$ cat config.mk
export PLATFORM = sky130hd
export DESIGN_NAME = excvec_unit
export DESIGN_NICKNAME = d
export VERILOG_FILES = /design/src/rtl/excvec_pkg.sv /design/src/rtl/excvec_resume.sv /design/src/rtl/excvec_prio.sv /design/src/rtl/excvec_offset.sv /design/src/rtl/excvec_unit.sv
export SDC_FILE = /design/constraint.sdc
export NUM_CORES = 1
export LEC_CHECK = 0
export BUFFER_PORTS_ARGS = -buffer_cell sky130_fd_sc_hd__buf_2
export CORE_UTILIZATION = 40
export DETAILED_ROUTE_END_ITERATION = 10
export PLACE_DENSITY = 0.67
export SETUP_SLACK_MARGIN = 0.15
export SLEW_MARGIN = 5
export SYNTH_ARGS = -nofsm -noshare
export SYNTH_HDL_FRONTEND = slang
export SYNTH_SLANG_ARGS = --single-unit
$ cat constraint.sdc
create_clock -name clk -period 10.5 [get_ports clk]
set_input_delay 3.15 -clock clk [delete_from_list [all_inputs] [get_ports clk]]
set_output_delay 3.15 -clock clk [all_outputs]
set_load 0.05 [all_outputs]
$ cat src/rtl/excvec_pkg.sv
package excvec_pkg;

    typedef enum logic [4:0] {
        EK_INT   = 5'd0,
        EK_MOD   = 5'd1,
        EK_TLBL  = 5'd2,
        EK_TLBS  = 5'd3,
        EK_ADEL  = 5'd4,
        EK_ADES  = 5'd5,
        EK_IBE   = 5'd6,
        EK_DBE   = 5'd7,
        EK_SYS   = 5'd8,
        EK_BRK   = 5'd9,
        EK_RI    = 5'd10,
        EK_CPU   = 5'd11,
        EK_OVF   = 5'd12,
        EK_TRAP  = 5'd13,
        EK_FPE   = 5'd14,
        EK_WATCH = 5'd15,
        EK_MCHK  = 5'd16,
        EK_CACHE = 5'd17,
        EK_NMI   = 5'd18,
        EK_SRST  = 5'd19,
        EK_DEBUG = 5'd20
    } exc_kind_e;

    typedef enum logic [1:0] {
        CL_NONE = 2'd0,
        CL_GEN  = 2'd1,
        CL_ERR  = 2'd2,
        CL_DBG  = 2'd3
    } exc_class_e;

    typedef struct packed {
        logic exl;
        logic erl;
        logic bev;
        logic kern;
    } stat_t;

    localparam logic [31:0] VEC_BOOT_BASE = 32'hBFC0_0200;
    localparam logic [31:0] VEC_ERR       = 32'hBFC0_0000;
    localparam logic [31:0] VEC_DBG       = 32'hBFC0_0480;
    localparam logic [31:0] OFF_GEN       = 32'h0000_0180;
    localparam logic [31:0] OFF_REFILL    = 32'h0000_0000;
    localparam logic [31:0] OFF_INTV      = 32'h0000_0200;
    localparam logic [31:0] OFF_CERR_BOOT = 32'h0000_0100;
    localparam logic [31:0] OFF_CERR_BASE = 32'h2000_0100;
    localparam int          BASE_ALIGN    = 10;
    localparam int          SPACE_SHIFT   = 5;

    function automatic exc_class_e class_of(input logic [4:0] k);
        if (k <= 5'd17)
            return CL_GEN;
        else if (k == 5'd18 || k == 5'd19)
            return CL_ERR;
        else if (k == 5'd20)
            return CL_DBG;
        else
            return CL_NONE;
    endfunction

    function automatic logic [4:0] cause_of(input logic [4:0] k);
        case (k)
            EK_FPE:   return 5'd15;
            EK_WATCH: return 5'd23;
            EK_MCHK:  return 5'd24;
            EK_CACHE: return 5'd30;
            default:  return k;
        endcase
    endfunction

endpackage

$ cat src/rtl/excvec_resume.sv
module excvec_resume #(
    parameter int PC_W = 32
) (
    input  logic [PC_W-1:0] cur_pc,
    input  logic            isa_compact,
    input  logic            in_dly,
    input  logic            dly_compact,
    output logic [PC_W-1:0] resume_pc
);
    localparam logic [PC_W-1:0] STEP_SHORT = PC_W'(2);
    localparam logic [PC_W-1:0] STEP_LONG  = PC_W'(4);

    logic [PC_W-1:0] tagged_pc;

    always_comb begin
        tagged_pc = cur_pc | PC_W'(isa_compact);
        if (in_dly)
            resume_pc = tagged_pc - (dly_compact ? STEP_SHORT : STEP_LONG);
        else
            resume_pc = tagged_pc;
    end
endmodule

$ cat src/rtl/excvec_prio.sv
module excvec_prio #(
    parameter int NLINES = 8,
    localparam int IDX_W = $clog2(NLINES)
) (
    input  logic [NLINES-1:0] int_pend,
    input  logic [NLINES-1:0] int_en,
    output logic [IDX_W-1:0]  vec_idx
);
    logic [NLINES-1:0] live;

    for (genvar g = 0; g < NLINES; g++) begin : g_mask
        assign live[g] = int_pend[g] & int_en[g];
    end

    always_comb begin
        vec_idx = '0;
        for (int i = 1; i < NLINES; i++) begin
            if (live[i])
                vec_idx = IDX_W'(i);
        end
    end
endmodule

$ cat src/rtl/excvec_offset.sv
module excvec_offset
    import excvec_pkg::*;
#(
    parameter int PC_W   = 32,
    parameter int NLINES = 8,
    parameter int VS_W   = 6,
    localparam int IDX_W = $clog2(NLINES)
) (
    input  logic [4:0]      req_kind,
    input  logic            refill,
    input  logic            st_exl,
    input  logic            st_bev,
    input  logic            int_iv,
    input  logic            vec_mode,
    input  logic [VS_W-1:0] vec_space,
    input  logic [IDX_W-1:0] vec_idx,
    output logic [PC_W-1:0] offset
);
    localparam logic [PC_W-1:0] O_GEN   = PC_W'(OFF_GEN);
    localparam logic [PC_W-1:0] O_REF   = PC_W'(OFF_REFILL);
    localparam logic [PC_W-1:0] O_INTV  = PC_W'(OFF_INTV);
    localparam logic [PC_W-1:0] O_CBOOT = PC_W'(OFF_CERR_BOOT);
    localparam logic [PC_W-1:0] O_CBASE = PC_W'(OFF_CERR_BASE);

    logic [PC_W-1:0] spacing;
    logic [PC_W-1:0] vec_off;
    logic            is_tlb;

    assign spacing = PC_W'(vec_space) << SPACE_SHIFT;
    assign vec_off = O_INTV + PC_W'(vec_idx) * spacing;
    assign is_tlb  = (req_kind == EK_TLBL) || (req_kind == EK_TLBS);

    always_comb begin
        if (req_kind == EK_CACHE)
            offset = st_bev ? O_CBOOT : O_CBASE;
        else if (req_kind == EK_INT)
            offset = vec_mode ? vec_off : (int_iv ? O_INTV : O_GEN);
        else if (is_tlb && refill && !st_exl)
            offset = O_REF;
        else
            offset = O_GEN;
    end
endmodule

$ cat src/rtl/excvec_unit.sv
module excvec_unit
    import excvec_pkg::*;
#(
    parameter int PC_W   = 32,
    parameter int NLINES = 8,
    parameter int VS_W   = 6
) (
    input  logic              clk,
    input  logic              rst,
    input  logic              req,
    input  logic [4:0]        req_kind,
    input  logic [PC_W-1:0]   cur_pc,
    input  logic              in_dly,
    input  logic              dly_compact,
    input  logic              isa_compact,
    input  logic              refill,
    input  logic              st_exl,
    input  logic              st_erl,
    input  logic              st_bev,
    input  logic [PC_W-1:0]   exc_base,
    input  logic              int_iv,
    input  logic              vec_mode,
    input  logic [VS_W-1:0]   vec_space,
    input  logic [NLINES-1:0] int_pend,
    input  logic [NLINES-1:0] int_en,
    output logic              vec_valid,
    output logic [PC_W-1:0]   vec_pc,
    output logic [4:0]        cause_code,
    output logic              cause_bd,
    output logic [PC_W-1:0]   epc,
    output logic [PC_W-1:0]   err_epc,
    output logic [PC_W-1:0]   dbg_epc,
    output logic              new_exl,
    output logic              new_erl,
    output logic              new_bev,
    output logic              new_kern
);
    localparam int IDX_W = $clog2(NLINES);
    localparam logic [PC_W-1:0] BOOT_BASE = PC_W'(VEC_BOOT_BASE);
    localparam logic [PC_W-1:0] ERR_PC    = PC_W'(VEC_ERR);
    localparam logic [PC_W-1:0] DBG_PC    = PC_W'(VEC_DBG);
    localparam logic [PC_W-1:0] ALIGN_MSK = ~((PC_W'(1) << BASE_ALIGN) - PC_W'(1));

    logic [PC_W-1:0]  resume_pc;
    logic [IDX_W-1:0] vec_idx;
    logic [PC_W-1:0]  offset;
    logic [PC_W-1:0]  base;
    logic [PC_W-1:0]  target;
    exc_class_e       cls;
    logic             take;
    stat_t            stat_nx;

    excvec_resume #(.PC_W(PC_W)) u_resume (
        .cur_pc      (cur_pc),
        .isa_compact (isa_compact),
        .in_dly      (in_dly),
        .dly_compact (dly_compact),
        .resume_pc   (resume_pc)
    );

    excvec_prio #(.NLINES(NLINES)) u_prio (
        .int_pend (int_pend),
        .int_en   (int_en),
        .vec_idx  (vec_idx)
    );

    excvec_offset #(.PC_W(PC_W), .NLINES(NLINES), .VS_W(VS_W)) u_offset (
        .req_kind  (req_kind),
        .refill    (refill),
        .st_exl    (st_exl),
        .st_bev    (st_bev),
        .int_iv    (int_iv),
        .vec_mode  (vec_mode),
        .vec_space (vec_space),
        .vec_idx   (vec_idx),
        .offset    (offset)
    );

    assign cls  = class_of(req_kind);
    assign take = req && (cls != CL_NONE);
    assign base = st_bev ? BOOT_BASE : (exc_base & ALIGN_MSK);

    always_comb begin
        target  = base + offset;
        stat_nx = '{exl: st_exl, erl: st_erl, bev: st_bev, kern: 1'b1};
        case (cls)
            CL_GEN: stat_nx.exl = 1'b1;
            CL_ERR: begin
                target      = ERR_PC;
                stat_nx.erl = 1'b1;
                stat_nx.bev = 1'b1;
            end
            CL_DBG: target = DBG_PC;
            default: ;
        endcase
    end

    always_ff @(posedge clk) begin
        if (rst) begin
            vec_valid  <= 1'b0;
            vec_pc     <= '0;
            cause_code <= '0;
            cause_bd   <= 1'b0;
            epc        <= '0;
            err_epc    <= '0;
            dbg_epc    <= '0;
            new_exl    <= 1'b0;
            new_erl    <= 1'b0;
            new_bev    <= 1'b0;
            new_kern   <= 1'b0;
        end else begin
            vec_valid <= take;
            if (take) begin
                vec_pc   <= target;
                new_exl  <= stat_nx.exl;
                new_erl  <= stat_nx.erl;
                new_bev  <= stat_nx.bev;
                new_kern <= stat_nx.kern;
                case (cls)
                    CL_GEN: begin
                        cause_code <= cause_of(req_kind);
                        if (!st_exl) begin
                            epc      <= resume_pc;
                            cause_bd <= in_dly;
                        end
                    end
                    CL_ERR: begin
                        err_epc <= resume_pc;
                        if (!st_exl)
                            cause_bd <= 1'b0;
                    end
                    CL_DBG: begin
                        dbg_epc <= resume_pc;
                        if (!st_exl)
                            cause_bd <= 1'b0;
                    end
                    default: ;
                endcase
            end
        end
    end
endmodule

==> Word level (Yosys, flattened, before mapping) <==
Cells that the tools add are included.
{ "op_classes": {"addsub": 3, "multipliers": 1, "magnitude_cmp": 1, "n_eq_ne": 14, "n_mux": 26, "bitwise_logic": 9, "n_reduce_logical": 15} }
{ "op_table": {"columns": ["operator", "n"], "rows": [
  ["2-to-1 mux 32 bit", 5],
  ["one-hot mux 32 bit (2 select lines)", 1],
  ["adder 10 x 32 -> 32 bit (first input constant)", 1],
  ["adder 32 bit", 1],
  ["OR 32 x 1 -> 32 bit", 1],
  ["subtractor 32 bit", 1],
  ["2-to-1 mux 30 bit", 1],
  ["== test 5 bit (second input constant)", 5],
  ["one-hot mux 5 bit (4 select lines)", 1],
  ["2-to-1 mux 3 bit", 5],
  ["2-to-1 mux 2 bit", 6],
  ["== test 5 x 2 -> 1 bit (second input constant)", 2],
  ["== test 5 x 4 -> 1 bit (second input constant)", 2],
  ["2-to-1 mux 10 bit", 1],
  ["multiplier 3 x 6 -> 9 bit", 1],
  ["2-to-1 mux 9 bit", 1],
  ["AND 1 bit", 7],
  ["AND reduction 2 bit", 3],
  ["less-or-equal comparator 5 bit (second input constant)", 1],
  ["zero test 5 bit", 1],
  ["== test 2 bit (second input constant)", 2],
  ["2-to-1 mux 1 bit", 4],
  ["!= test 2 bit (second input constant)", 2],
  ["AND reduction 4 bit", 1],
  ["9 further kinds", 13]
]} }
{ "word_totals": {"reg_bits": 139, "inputBits": 103, "wordCells": 80} }

==> Longest topological paths before layout <==
{ "logic_depth": {"depth_word": 15, "depth_mapped": 22} }

==> By module <==
A second synthesis with hierarchy kept.
{ "unflattened": {"hier_cells": 998, "area_unflattened_um2": 7802.5} }
{ "modules_own_cells": {"columns": ["module", "instances", "cells_per_inst", "area_per_inst_um2"], "rows": [
  ["excvec_unit", 1, 772, 6169.7],
  ["excvec_offset", 1, 115, 823.3],
  ["excvec_resume", 1, 99, 734.5],
  ["excvec_prio", 1, 12, 75.1]
]} }

==> Least setup slack after synthesis <==
No wires, ideal clock.
{ "synth_timing": {"kind": "input to register", "start": "in int_pend[2]", "end": "reg vec_pc[29]", "setup_ns": 0.074, "arrival_time_ns": 7.615, "t_required_ns": 10.426, "path_slack_ns": 2.811, "stages": 21, "n_path_buf": 0, "cell_sequence": "nand2_1 -> a32o_1 -> a22o_1 -> a22o_1 -> nand2_1 -> fa_1 -> inv_1 -> ha_1 -> inv_1 -> fa_1 -> nand2b_1 -> a21oi_1 -> xor2_1 -> a31o_2 -> a21oi_1 -> ha_1 -> nand2_1 -> o21a_1 -> or4b_4 -> or4_1 -> a31oi_1"} }
{ "synth_via": {"elab_chain_len": 14} }
{ "synth_rtl": {"columns": ["item", "line", "text"], "rows": [
  ["start, declared", "excvec_unit.sv:24", "input logic [NLINES-1:0] int_pend,"],
  ["AND 1 bit", "excvec_prio.sv:12", "assign live[g] = int_pend[g] & int_en[g];"],
  ["2-to-1 mux 2 bit (2 in a row)", "excvec_prio.sv:18", "if (live[i])"],
  ["2-to-1 mux 3 bit (4 in a row)", "excvec_prio.sv:18", null],
  ["multiplier 3 x 6 -> 9 bit", "excvec_offset.sv:30", "assign vec_off = O_INTV + PC_W'(vec_idx) * spacing;"],
  ["adder 10 x 32 -> 32 bit", "excvec_offset.sv:30", null],
  ["2-to-1 mux 32 bit", "excvec_offset.sv:37", "offset = vec_mode ? vec_off : (int_iv ? O_INTV : O_GEN);"],
  ["2-to-1 mux 32 bit", "excvec_offset.sv:36", "else if (req_kind == EK_INT)"],
  ["2-to-1 mux 32 bit", "excvec_offset.sv:34", "if (req_kind == EK_CACHE)"],
  ["adder 32 bit", "excvec_unit.sv:84", "target = base + offset;"],
  ["one-hot mux 32 bit (2 select lines)", "excvec_unit.sv:86", "case (cls)"],
  ["end signal, assigned", "excvec_unit.sv:114", "vec_pc <= target;"],
  ["end, declared", "excvec_unit.sv:27", "output logic [PC_W-1:0] vec_pc,"]
]} }
No other way between the ends.
A chain may end at the register's enable or synchronous reset.

==> Worst setup path in the final report <==
{ "layout_timing": {"start": "in int_pend[2]", "end": "reg vec_pc[24]"} }
The elaborated chain is that of the path after synthesis.

==> impl_metrics.toml <==
[routing]
viasPerCell = 5.27
met1_length_um = 8610
drt_wl_total_um = 19100
wl_met3_um = 1390
wl_met2_um = 8480
ant_nets = 0
first_pass_iters = 5
dr.max_layer_used = "met4"
post_drt_wl_per_cell_um = 15.8
vias = 6375
drt_iter0_drc = 401
drc = 0

[floorplan]
die_w_um = 132
initial_utilization_pct = 40.9
die_h_um = 132
io-pin-count = 242
coreArea_um2 = 16600
die_area_um2 = 17500
rows = 47

[clocking]
cts_buffers = 17
path_clk_slew_ps = 60
cts_sinks = 134
cts_root_buf = "clkbuf_16"
cts_max_level = 4
cts_resized = 0
cts_hold_buffers = 0
cts_tree = "yes"
post_cts_buffers = 0
clk_latency_ps = 410
cts_max_path_buffers = 2

[finish]
layout-drive-gt1-share_pct = 28.4
area_growth_pct = 26.2
fin_cells = 1210
final_net_count = 1104

[timing]
worst_slew_pin_slew_ps = 947
rsz0062_at_grt = "no"
hold_violations = 0
max_freq_ghz = 0.128
period_needed_ps = 7800
setup_violations = 0
slew_viol_final = 0
min_period_over_period_pct = 74.3
fin_skew_ps = 0
setup-tns-final_ps = 0
relSlewSlack_pct = 36.8

[critical_path]
criticalPathCategory = "in -> reg"
crit_fanout = 6
cp.required_ps = 10760
endpoint = "vec_pc[24]"
crit_start = "int_pend[2]"
timing.rr.end = "epc[1]"
regToRegSetupSlack_ps = 9690
r2r-start = "epc[1]"
r2r_cells = 2
cp-end-kind = "flop"
crit_path_start_kind = "input pin"
arrival_ps = 8060

[grt]
grt_pass1_vias = 5998
grt_usage_pct = 22.1
grt_pass1_wl_um = 30700
antenna_found_initial = 2
grt_max_degree = 69
overflow = 0

[synthesis]
synth_seq_cells = 134
synth_ff_type = "dfxtp_1"
synth-edff-count = 0
synthesis.area_um2 = 6790
synth_cell_types = 70
async_reset_ff_share_pct = 0
syn_area_per_cell_um2 = 8.77
yosysSeqAreaShare_pct = 39.5
syn_inst = 774
ys_warn_count = 0

[pwr]
power_density_nw_per_um2 = 163
p_leak_uw = 0.00362
ir_worst_vdd_mv = 0.133

[run_status]
status = "complete, no violations"

[placement]
dp_hpwl_um = 14000
gp_congestion = 0.823
dp.cells = 1177
port_buffers = 224

[job]
maxCapViolations = 0

[hold_path]
hold_class = "reg -> reg"
per-layer routing:
| metal | vias to the layer above | global-route usage, % |
|---|---|---|
| li1 | 3202 | - |
| met1 | 2918 | 27.7 |
| met2 | 217 | 34.8 |
| met3 | 38 | 6.61 |
| met4 | 0 | 10.6 |
| met5 | - | 0 |
cells in the mapped netlist, types with 3 or more instances:
library cell,count,area (µm²)
nand2_1,37,139
clkbuf_1,32,120
or4_1,3,22.5
a211oi_1,86,646
nor4_2,4,50.1
xnor2_1,33,289
o211ai_1,5,37.5
dfxtp_1,134,2680
inv_1,18,67.6
fa_1,7,140
xor2_1,16,140
or3_1,7,43.8
a21oi_1,20,100
a22oi_1,6,45.0
mux2i_1,11,110
nor2_1,139,522
nand4_1,9,56.3
nor3_1,14,70.1
buf_4,5,37.5
ha_1,18,225
buf_2,3,15.0
a311oi_1,6,52.6
clkbuf_8,8,110
a31oi_1,3,18.8
and2_1,14,87.6
nor4_1,17,106
mux2_2,3,33.8
nand3_1,11,55.1
and3_1,6,37.5
nor2b_1,10,62.6
nand2b_1,4,25.0
a22o_1,7,61.3
nor3b_1,3,22.5
o31ai_1,6,45.0
o21ai_0,25,125
area by class of cell:
class,instances,area [µm²]
repair buffers,229,1160
clock inverters,11,151
well taps,220,275
flip-flops and latches,134,2680
fillers,1654,8020
clock buffers,21,450
inverters,18,67.6
diodes,1,2.50
multi-input cells,576,3770
through the flow:
| stage | instance area (µm²) | setup WS (ps) | hold WS [ps] | util (%) | total power [µW] |
|---|---|---|---|---|---|
| 2_1_floorplan | 6800 | 2810 | 671 | - | 731 |
| 3_5_place_dp | 7960 | 2270 | 441 | 48.0 | 801 |
| 3_3_place_gp | 7960 | 2220 | 438 | 48.0 | 800 |
| 5_1_grt | 8570 | 2100 | 485 | 51.7 | 1460 |
| 4_1_cts | 8560 | 2700 | 449 | 51.6 | 1410 |
| 6_report | 8570 | 2700 | 448 | 51.7 | 1400 |
worst min-delay path by stage:
stage | from | to | slack [ps] | depth (start not counted)
floorplan | vec_pc[7] | vec_pc[7] | 670 | 2
global placement | vec_pc[7] | vec_pc[7] | 440 | 2
detailed placement | vec_pc[19] | vec_pc[19] | 440 | 2
CTS | vec_pc[7] | vec_pc[7] | 450 | 2
global route | vec_pc[7] | vec_pc[7] | 480 | 2
finish | vec_pc[7] | vec_pc[7] | 450 | 2
worst max-delay path, stage by stage:
cell and delay, ps:
buf_2 90, nand2_1 50, a32o_1 250, a22o_1 190, a22o_1 260, nand2_1 110
fa_1 410, inv_1 70, ha_1 160, inv_1 50, fa_1 390, nand2b_1 150
a21oi_1 250, xor2_1 430, a31o_2 220, a21oi_1 60, ha_1 340, nand2_1 120
o31ai_1 610, nand2_1 190, a2111oi_0 420, a311oi_1 90
where the power goes:
part,internal [µW],switching (µW),total (µW)
Combinational,80.0,177,257
Sequential,526,8.66,535
Clock,380,225,606
placed cells by master (no fill, tap or decap), types with 4 or more instances in the layout:
cell and n:
o21ai_0 25, xor2_1 16, nor3_1 14, nor4_1 17, o31ai_1 6, fa_1 7
nand2_1 37, clkinv_4 5, clkbuf_16 17, a311oi_1 6, xnor2_1 33, or3_1 7
nor2_1 139, nand2b_1 4, nand4_1 9, buf_4 6, a211oi_1 86, nor2b_1 10
a22oi_1 6, a22o_1 7, mux2i_1 11, dfxtp_1 134, inv_1 18, a21oi_1 20
and3_1 6, conb_1 5, ha_1 18, o211ai_1 5, nand3_1 11, buf_2 223
and2_1 14
cells by family (layout without fill, tap and decap cells):
kind of cell / after synthesis / count (layout) / share of synthesized area, %
flip-flops: 134 / 134 / 39.5
multiplexers: 14 / 14 / 2.12
other: 1 / 6 / 0.0552
AND/OR/NAND/NOR: 296 / 296 / 21.6
adder cells (fa/ha/maj): 25 / 25 / 5.38
AO/OA/AOI/OAI: 187 / 187 / 19.6
XOR/XNOR: 49 / 49 / 6.32
buffers and inverters: 68 / 279 / 5.38
sequential cells by signal, summed over array words and instances, names as in the netlist:
register / cells
cause_code: 5
new_kern: 1
vec_pc: 27
epc: 32
new_erl: 1
new_exl: 1
cause_bd: 1
dbg_epc: 32
err_epc: 32
vec_valid: 1
new_bev: 1
(Power assumes the default switching activity.)
